[src/rtl/tmr_pkg.sv]
package tmr_pkg;

    typedef enum logic [1:0] {
        ADDR_CNT_LO = 2'd0,
        ADDR_CNT_HI = 2'd1,
        ADDR_TCTL   = 2'd2,
        ADDR_ICTL   = 2'd3
    } tmr_reg_e;

    typedef enum logic {
        MODE_CLK = 1'b0,
        MODE_EXT = 1'b1
    } tmr_mode_e;

    typedef enum logic [1:0] {
        GATE_SHUT    = 2'd0,
        GATE_OPEN    = 2'd1,
        GATE_SERVICE = 2'd2
    } gate_state_e;

    localparam int TCTL_RUN_BIT  = 0;
    localparam int TCTL_MODE_BIT = 1;
    localparam int ICTL_ME_BIT   = 0;
    localparam int ICTL_SRC_BIT  = 1;
    localparam int ICTL_PEND_BIT = 2;

endpackage

[src/rtl/tmr_edge_sync.sv]
module tmr_edge_sync #(
    parameter int STAGES = 2
) (
    input  logic clk,
    input  logic rst_n,
    input  logic din,
    output logic rise
);

    logic [STAGES-1:0] stage_q;
    logic              last_q;

    always_ff @(posedge clk or negedge rst_n) begin
        if (!rst_n) begin
            stage_q <= '0;
            last_q  <= 1'b0;
        end else begin
            stage_q <= {stage_q[STAGES-2:0], din};
            last_q  <= stage_q[STAGES-1];
        end
    end

    assign rise = stage_q[STAGES-1] && !last_q;

    // A single rising edge produces a one-cycle pulse
    AST_RISE_SINGLE: assert property (@(posedge clk) disable iff (!rst_n)
        rise |=> !rise);

endmodule

[src/rtl/tmr_count.sv]
module tmr_count #(
    parameter int CNT_W = 16
) (
    input  logic             clk,
    input  logic             rst_n,
    input  logic             tick,
    input  logic             load,
    input  logic [CNT_W-1:0] load_val,
    input  logic [CNT_W-1:0] reload_val,
    output logic [CNT_W-1:0] cnt,
    output logic             wrap
);

    localparam logic [CNT_W-1:0] CNT_MAX = '1;
    localparam logic [CNT_W-1:0] CNT_ONE = {{(CNT_W-1){1'b0}}, 1'b1};

    logic [CNT_W-1:0] cnt_q;

    assign wrap = tick && !load && (cnt_q == CNT_MAX);

    always_ff @(posedge clk or negedge rst_n) begin
        if (!rst_n) begin
            cnt_q <= '0;
        end else if (load) begin
            cnt_q <= load_val;
        end else if (wrap) begin
            cnt_q <= reload_val;
        end else if (tick) begin
            cnt_q <= cnt_q + CNT_ONE;
        end
    end

    assign cnt = cnt_q;

    // Without a tick or a load the count must not move
    AST_IDLE_HOLD: assert property (@(posedge clk) disable iff (!rst_n)
        (!tick && !load) |=> $stable(cnt_q));

endmodule

[src/rtl/tmr_irq_gate.sv]
module tmr_irq_gate
    import tmr_pkg::*;
(
    input  logic clk,
    input  logic rst_n,
    input  logic wrap,
    input  logic sw_we,
    input  logic sw_me,
    input  logic sw_src,
    input  logic sw_pend,
    input  logic int_enter,
    input  logic int_return,
    output logic master_en,
    output logic src_en,
    output logic pending,
    output logic irq_req
);

    gate_state_e state_q, state_d;
    logic        src_en_q;
    logic        pend_q;

    // State register
    always_ff @(posedge clk or negedge rst_n) begin
        if (!rst_n) begin
            state_q <= GATE_SHUT;
        end else begin
            state_q <= state_d;
        end
    end

    // Next-state logic: entry strobe, then return strobe, then software
    always_comb begin
        state_d = state_q;
        unique case (state_q)
            GATE_OPEN: begin
                if (int_enter) begin
                    state_d = GATE_SERVICE;
                end else if (int_return) begin
                    state_d = GATE_OPEN;
                end else if (sw_we && !sw_me) begin
                    state_d = GATE_SHUT;
                end
            end
            GATE_SERVICE: begin
                if (int_enter) begin
                    state_d = GATE_SERVICE;
                end else if (int_return || (sw_we && sw_me)) begin
                    state_d = GATE_OPEN;
                end
            end
            GATE_SHUT: begin
                if (int_enter) begin
                    state_d = GATE_SHUT;
                end else if (int_return || (sw_we && sw_me)) begin
                    state_d = GATE_OPEN;
                end
            end
            default: state_d = GATE_SHUT;
        endcase
    end

    // Output process
    always_comb begin
        master_en = 1'b0;
        unique case (state_q)
            GATE_OPEN:    master_en = 1'b1;
            GATE_SERVICE: master_en = 1'b0;
            GATE_SHUT:    master_en = 1'b0;
            default:      master_en = 1'b0;
        endcase
    end

    // Source enable and pending flag; overflow beats a software clear
    always_ff @(posedge clk or negedge rst_n) begin
        if (!rst_n) begin
            src_en_q <= 1'b0;
            pend_q   <= 1'b0;
        end else begin
            if (sw_we) begin
                src_en_q <= sw_src;
            end
            if (wrap) begin
                pend_q <= 1'b1;
            end else if (sw_we && !sw_pend) begin
                pend_q <= 1'b0;
            end
        end
    end

    assign src_en  = src_en_q;
    assign pending = pend_q;
    assign irq_req = pend_q && src_en_q && master_en;

    AST_PEND_ON_WRAP: assert property (@(posedge clk) disable iff (!rst_n)
        wrap |=> pending);

    AST_PEND_STICKY: assert property (@(posedge clk) disable iff (!rst_n)
        (pending && !(sw_we && !sw_pend)) |=> pending);

    AST_ME_DROP_ON_ENTRY: assert property (@(posedge clk) disable iff (!rst_n)
        int_enter |=> !master_en);

    AST_ME_RISE_ON_RETURN: assert property (@(posedge clk) disable iff (!rst_n)
        (int_return && !int_enter) |=> master_en);

    AST_NO_REQ_AFTER_ENTRY: assert property (@(posedge clk) disable iff (!rst_n)
        int_enter |=> !irq_req);

endmodule

[src/rtl/tmr_irq_unit.sv]
module tmr_irq_unit
    import tmr_pkg::*;
#(
    parameter int DATA_W      = 8,
    parameter int SYNC_STAGES = 2
) (
    input  logic              clk,
    input  logic              rst_n,
    input  logic              bus_wr,
    input  logic              bus_rd,
    input  logic [1:0]        bus_addr,
    input  logic [DATA_W-1:0] bus_wdata,
    output logic [DATA_W-1:0] bus_rdata,
    input  logic              ext_evt,
    input  logic              int_enter,
    input  logic              int_return,
    output logic              irq_req
);

    localparam int CNT_W = 2 * DATA_W;

    logic [CNT_W-1:0]  preload_q, preload_d;
    logic [CNT_W-1:0]  cnt;
    logic [DATA_W-1:0] hi_hold_q;
    logic              run_q;
    tmr_mode_e         mode_q;
    logic              wr_lo, wr_hi, wr_tctl, wr_ictl, rd_lo;
    logic              ext_rise, tick, load, wrap;
    logic              master_en, src_en, pending;

    assign wr_lo   = bus_wr && (bus_addr == ADDR_CNT_LO);
    assign wr_hi   = bus_wr && (bus_addr == ADDR_CNT_HI);
    assign wr_tctl = bus_wr && (bus_addr == ADDR_TCTL);
    assign wr_ictl = bus_wr && (bus_addr == ADDR_ICTL);
    assign rd_lo   = bus_rd && (bus_addr == ADDR_CNT_LO);

    // Preload value as it will be after this cycle's write
    always_comb begin
        preload_d = preload_q;
        if (wr_lo) begin
            preload_d[DATA_W-1:0] = bus_wdata;
        end
        if (wr_hi) begin
            preload_d[CNT_W-1:DATA_W] = bus_wdata;
        end
    end

    assign load = (wr_lo || wr_hi) && !run_q;
    assign tick = run_q && ((mode_q == MODE_EXT) ? ext_rise : 1'b1);

    always_ff @(posedge clk or negedge rst_n) begin
        if (!rst_n) begin
            preload_q <= '0;
            hi_hold_q <= '0;
            run_q     <= 1'b0;
            mode_q    <= MODE_CLK;
        end else begin
            preload_q <= preload_d;
            if (rd_lo) begin
                hi_hold_q <= cnt[CNT_W-1:DATA_W];
            end
            if (wr_tctl) begin
                run_q  <= bus_wdata[TCTL_RUN_BIT];
                mode_q <= tmr_mode_e'(bus_wdata[TCTL_MODE_BIT]);
            end
        end
    end

    tmr_edge_sync #(
        .STAGES (SYNC_STAGES)
    ) u_sync (
        .clk   (clk),
        .rst_n (rst_n),
        .din   (ext_evt),
        .rise  (ext_rise)
    );

    tmr_count #(
        .CNT_W (CNT_W)
    ) u_count (
        .clk        (clk),
        .rst_n      (rst_n),
        .tick       (tick),
        .load       (load),
        .load_val   (preload_d),
        .reload_val (preload_q),
        .cnt        (cnt),
        .wrap       (wrap)
    );

    tmr_irq_gate u_gate (
        .clk        (clk),
        .rst_n      (rst_n),
        .wrap       (wrap),
        .sw_we      (wr_ictl),
        .sw_me      (bus_wdata[ICTL_ME_BIT]),
        .sw_src     (bus_wdata[ICTL_SRC_BIT]),
        .sw_pend    (bus_wdata[ICTL_PEND_BIT]),
        .int_enter  (int_enter),
        .int_return (int_return),
        .master_en  (master_en),
        .src_en     (src_en),
        .pending    (pending),
        .irq_req    (irq_req)
    );

    always_comb begin
        bus_rdata = '0;
        unique case (bus_addr)
            ADDR_CNT_LO: bus_rdata = cnt[DATA_W-1:0];
            ADDR_CNT_HI: bus_rdata = hi_hold_q;
            ADDR_TCTL: begin
                bus_rdata[TCTL_RUN_BIT]  = run_q;
                bus_rdata[TCTL_MODE_BIT] = mode_q;
            end
            ADDR_ICTL: begin
                bus_rdata[ICTL_ME_BIT]   = master_en;
                bus_rdata[ICTL_SRC_BIT]  = src_en;
                bus_rdata[ICTL_PEND_BIT] = pending;
            end
            default: bus_rdata = '0;
        endcase
    end

    // A counter wrap only happens while the timer runs
    AST_WRAP_NEEDS_RUN: assert property (@(posedge clk) disable iff (!rst_n)
        wrap |-> run_q);

    // A stopped timer never asserts a new overflow
    AST_STOP_NO_WRAP: assert property (@(posedge clk) disable iff (!rst_n)
        !run_q |-> !wrap);

endmodule

[config.mk]
export PLATFORM = sky130hd
export DESIGN_NAME = tmr_irq_unit
export DESIGN_NICKNAME = d
export VERILOG_FILES = /design/src/rtl/tmr_pkg.sv /design/src/rtl/tmr_edge_sync.sv /design/src/rtl/tmr_count.sv /design/src/rtl/tmr_irq_gate.sv /design/src/rtl/tmr_irq_unit.sv
export SDC_FILE = /design/constraint.sdc
export NUM_CORES = 1
export LEC_CHECK = 0
export BUFFER_PORTS_ARGS = -buffer_cell sky130_fd_sc_hd__buf_2
export CAP_MARGIN = 20
export CORE_MARGIN = 4
export CORE_UTILIZATION = 55
export CTS_CLUSTER_DIAMETER = 30
export CTS_CLUSTER_SIZE = 20
export DETAILED_ROUTE_END_ITERATION = 10
export GPL_ROUTABILITY_DRIVEN = 0
export GPL_TIMING_DRIVEN = 0
export MAX_ROUTING_LAYER = met4
export PLACE_DENSITY = 0.75
export SLEW_MARGIN = 0
export SYNTH_ARGS = -nofsm -noshare
export SYNTH_HDL_FRONTEND = slang
export SYNTH_SLANG_ARGS = --single-unit
[constraint.sdc]
create_clock -name clk -period 5.53 [get_ports clk]
set_input_delay 0.553 -clock clk [delete_from_list [all_inputs] [get_ports clk]]
set_output_delay 0.553 -clock clk [all_outputs]
set_load 0.05 [all_outputs]
# After elaboration in Yosys (flattened, before gate mapping)
# Index checks and enable logic that the tools add are counted.
word_totals:
  ff_bits: 49
  input_bits: 17
  elab_cells: 63
op_classes:
  n_addsub: 1
  eq_ne: 7
  mux: 19
  n_reduce_logical: 26
op_table:
  columns: ["op", "count"]
  rows:
  - ["2-to-1 mux 16 bit", 3]
  - ["adder 16 x 1 -> 16 bit (second input constant)", 1]
  - ["== test 16 bit (second input constant)", 1]
  - ["2-to-1 mux 8 bit", 2]
  - ["logical AND 1 bit", 15]
  - ["2-to-1 mux 2 bit", 6]
  - ["one-hot mux 5 bit (2 select lines)", 1]
  - ["one-hot mux 2 bit (4 select lines)", 1]
  - ["== test 2 bit (second input constant)", 3]
  - ["one-hot mux 2 bit (3 select lines)", 1]
  - ["logical NOT 1 bit", 5]
  - ["== test 2 x 1 -> 1 bit (second input constant)", 2]
  - ["logical NOT 2 bit", 2]
  - ["2-to-1 mux 1 bit", 4]
  - ["inequality test 4 x 3 -> 1 bit (second input constant)", 1]
  - ["one-hot mux 1 bit (3 select lines)", 1]
  - ["nonzero test 3 bit", 1]
  - ["logical OR 1 bit", 2]
  - ["nonzero test 2 bit", 1]

# Depth between registers and ports, before layout
logic_depth:
  ltp_word: 9
  ltp_mapped: 6

# Cells and area by module
# Synthesis repeated with hierarchy kept, for this count alone.
hier_totals:
  cells_unflattened: 253
  area_unflattened_um2: 2750.1
by_module_without_submodules:
  columns: ["module", "instances", "cells_each", "area_each_um2", "seq_area_each_um2"]
  rows:
  - ["tmr_count", 1, 155, 1270.0, 400.4]
  - ["tmr_irq_unit", 1, 79, 1197.4, 650.6]
  - ["tmr_irq_gate", 1, 15, 193.9, 100.1]
  - ["tmr_edge_sync", 1, 4, 88.8, 75.1]

# Worst setup path after synthesis
# No wires, ideal clock.
synth_timing:
  path_kind: "input -> output"
  from: "input bus_addr[0]"
  to: "output bus_rdata[2]"
  t_arrival_ns: 2.368
  required_time_ns: 4.977
  setup_slack_ns: 2.609
  path_stages: 4
  path_buffers: 2
  path_cell_list: "buf_2 > buf_1 > mux2i_1 > o21ai_0"
synth_between:
  elab_chain_len: 2
  word_cells_on_any_way: 4
  cone_classes: "2 x eq/ne; 1 x mux; 1 x reduce/logical"
synth_rtl:
  columns: ["item", "line_no", "rtl"]
  rows:
  - ["start: declaration", "tmr_irq_unit.sv:11", "input logic [1:0] bus_addr,"]
  - ["== test 2 bit (tied with other cells)", "tmr_irq_unit.sv:109", "unique case (bus_addr)"]
  - ["one-hot mux 1 bit (3 select lines) (*)", "tmr_irq_unit.sv:109", null]
  - ["end: declaration", "tmr_irq_unit.sv:13", "output logic [DATA_W-1:0] bus_rdata,"]
# Every way passes the cells marked *; elsewhere a longest branch is shown, timed or not.

# Worst setup path after layout
layout_timing:
  from: "input bus_addr[0]"
  to: "output bus_rdata[0]"
layout_between:
  elab_chain_len: 2
  word_cells_on_any_way: 5
  cone_classes: "3 x eq/ne; 1 x mux; 1 x reduce/logical"
layout_rtl:
  columns: ["item", "line_no"]
  rows:
  - ["== test 2 bit (tied with other cells)", "tmr_irq_unit.sv:109"]
  - ["one-hot mux 2 bit (4 select lines) (*)", "tmr_irq_unit.sv:109"]
# Marks and branches as above.

==> out/results.ini <==
[status]
status=finished, final reports clean

[placement]
pre_cts_slack_ns=2.80
hpwlAfterDp_microns=4490
io_buffers=23

[sta]
finalSetupViolCount=0
worstMarginPinSlew_ns=0.883
post-route-period-util_pct=48.8
rsz0062_at_grt=false
slew_headroom_pct=40.8
setup_tns_ns=0
min_period_ns=2.70
setup_slack_ns=2.83
hold_viol=0
drv_slew=0
finalClockSkew_ns=0.00857
fmax_ghz=0.370

[logic_synthesis]
synth_area_per_cell_sq_um=11.0
ys_async_sr_fraction_pct=100
ys.warnings.count=0
syn-cell-area_sq_um=2680
syn_inst=244
synth_seq_cells=49
synth_edf_count=0
synth.distinct_cells=52
ys.flop_type=dfrtp_1
synth_nets=262
ys_seq_area_share_pct=45.8

[detailed_routing]
postRouteAntennaNets=0
via_count=2113
routed_via_density=6.16
first_pass_iters=4
first_iter_violations=253
wl_per_cell_microns=19.1
wl_microns=6540
drc=0

[cts]
insertion_delay_ns=0.31
cts_setup_buffers=0
holdBufCountCts=0
path_clk_slew_ns=0.09
cts-resized-gates=0
cts_root_buf=clkbuf_8
htreeDepth=2
cts-buffers-inserted=5
cts_buffer_depth=2
clock-sinks=49
cts_tree=built

[global_routing]
grt_usage_pct=24.5
grt-ovfl-total=0
antenna_found_initial=0
grt_pass1_vias=2152
grt_pass1_wl_microns=11200
grt_max_degree=50

[layout]
layout.nets=293
diodes=0
n_fill_cell=390
seq_area_sq_um=1230
multi_input_area_sq_um=1360
area_growth_pct=13.3
drive_gt1_share_pct=27.5

[die]
die_w_microns=77.8
die_area_sq_um=6050
rows=25
fp.dieH_microns=77.8
pin_count=26
core_sq_um=4720
start_util_pct=56.7

[worst_setup_path]
critPathRequiredTime_ns=4.98
crit_type=in2out
r2r-start=u_count.cnt[0]$_DFFE_PN0P_
cp.arrival_ns=2.15
cp_max_fo=10
cp-end-kind=primary output
cp-start-kind=primary input
startpoint=bus_addr[0]

[pwr]
power_density_nw_per_um2=424
ir_worst_vdd_mv=0.181
power.leakage_nw=1.29

[run]
drv_cap=0

[worst_hold_path]
hp-class=in2async

==> through the flow <==
stage / hold slack [ns] / util, % / cell area [sq um] / power [mW] / instances
after global placement: 0.333 / 60.9 / 2880 / 0.959 / 334
final: 0.189 / 64.2 / 3030 / 1.29 / 343
after CTS: 0.344 / 63.8 / 3010 / 1.28 / 342
after detailed placement: 0.335 / 60.9 / 2880 / 0.972 / 334
after floorplan: 0.257 / - / 2680 / 0.856 / 244
after global routing: 0.233 / 64.2 / 3030 / 1.36 / 343
==> path summary, 6_finish.rpt <==
path | cells past startpoint | endpoint | slack (ns)
max | 4 | bus_rdata[0] | 2.83
min | 1 | run_q$_DFFE_PN0P_ | 0.19
max reg2reg | 6 | u_count.cnt[7]$_DFFE_PN0P_ | 3.27
min reg2reg | 0 | u_sync.stage_q[1]$_DFF_PN0_ | 0.35
max in group asynchronous | 2 | u_count.cnt[4]$_DFFE_PN0P_ | 4.83
min in group clk | 1 | u_sync.stage_q[0]$_DFF_PN0_ | 0.35
==> cell usage in the layout, fill, tap and decap left out, types with 2 or more instances in the layout <==
master     count
a221o_1        3
inv_1          7
bufinv_16      2
nand3b_1       2
a221oi_1       4
and2_1         2
and3_1         2
a211o_1        4
a22o_1         4
nand2b_1       3
xnor2_1        8
or3_1          2
mux2i_1        8
nand4_1        7
a21oi_1        4
o2bb2ai_1      2
nand3_1        8
nor4_1         3
nand2_1       19
a2bb2oi_1      3
nand3_2        2
buf_2         27
nor3_1         6
dfrtp_1       49
a22oi_1        4
clkbuf_1       9
a32o_1         3
buf_1          2
o21ai_0        7
nor2_1         8
clkbuf_8       5
o211ai_1       3
mux4_2         2
nor3b_2        2
mux2_2        29
==> sequential cells by signal, summed over array words and instances, names as in the netlist <==
register / count
u_sync.stage_q: 2
hi_hold_q: 8
u_gate.pending: 1
u_sync.last_q: 1
u_count.cnt: 16
u_gate.src_en: 1
preload_q: 16
u_gate.state_q: 2
run_q: 1
mode_q: 1
==> critical path, cell delays in order <==
cell and delay (ns):
buf_2 0.21, buf_1 0.58, mux4_2 0.58, buf_2 0.22
==> cells in the mapped netlist (6+ instances only) <==
master	n	area, sq um
xnor2_1	8	70.1
nand4_1	7	43.8
inv_1	7	26.3
clkbuf_1	9	33.8
mux2i_1	8	80.1
mux2_2	29	327
dfrtp_1	49	1230
nand3_1	8	40.0
nor2_1	8	30.0
nand2_1	19	71.3
nor3_1	6	30.0
o21ai_0	7	35.0
==> final cells by class <==
type / instances / share of cell area [%]
sequential: 49 / 40.4
multi-input combinational: 173 / 44.9
clock buffer: 5 / 2.27
tap: 67 / 2.76
timing repair buffer: 24 / 4.45
inverter: 7 / 0.866
clock inverter: 3 / 2.27
buffer: 15 / 2.02
==> cells by family (layout without fill, tap and decap cells) <==
family          after synthesis  in the layout  share of synthesized area (%)
xor+xnor                      9              9                           2.94
fa+ha+maj                     1              1                          0.467
simple gates                 73             73                           15.7
mux                          39             39                           16.9
compound gates               51             51                           15.0
buf+inv                      22             54                           3.27
flops                        49             49                           45.8
==> layer usage <==
metal  up-vias  part of all wire (%)  track usage (%)
li1        988                     -                -
met1      1034                    45             32.7
met2        77                    46             37.1
met3        14                   7.1             4.64
met4         0                   2.2             9.61
met5         -                     0                -
==> power by group <==
| part | switching, mW | internal, mW | total, mW |
|---|---|---|---|
| logic | 0.226 | 0.179 | 0.405 |
| registers | 0.112 | 0.457 | 0.569 |
| clock network | 0.130 | 0.182 | 0.312 |
Note: power is estimated with default switching activity, not from simulation.
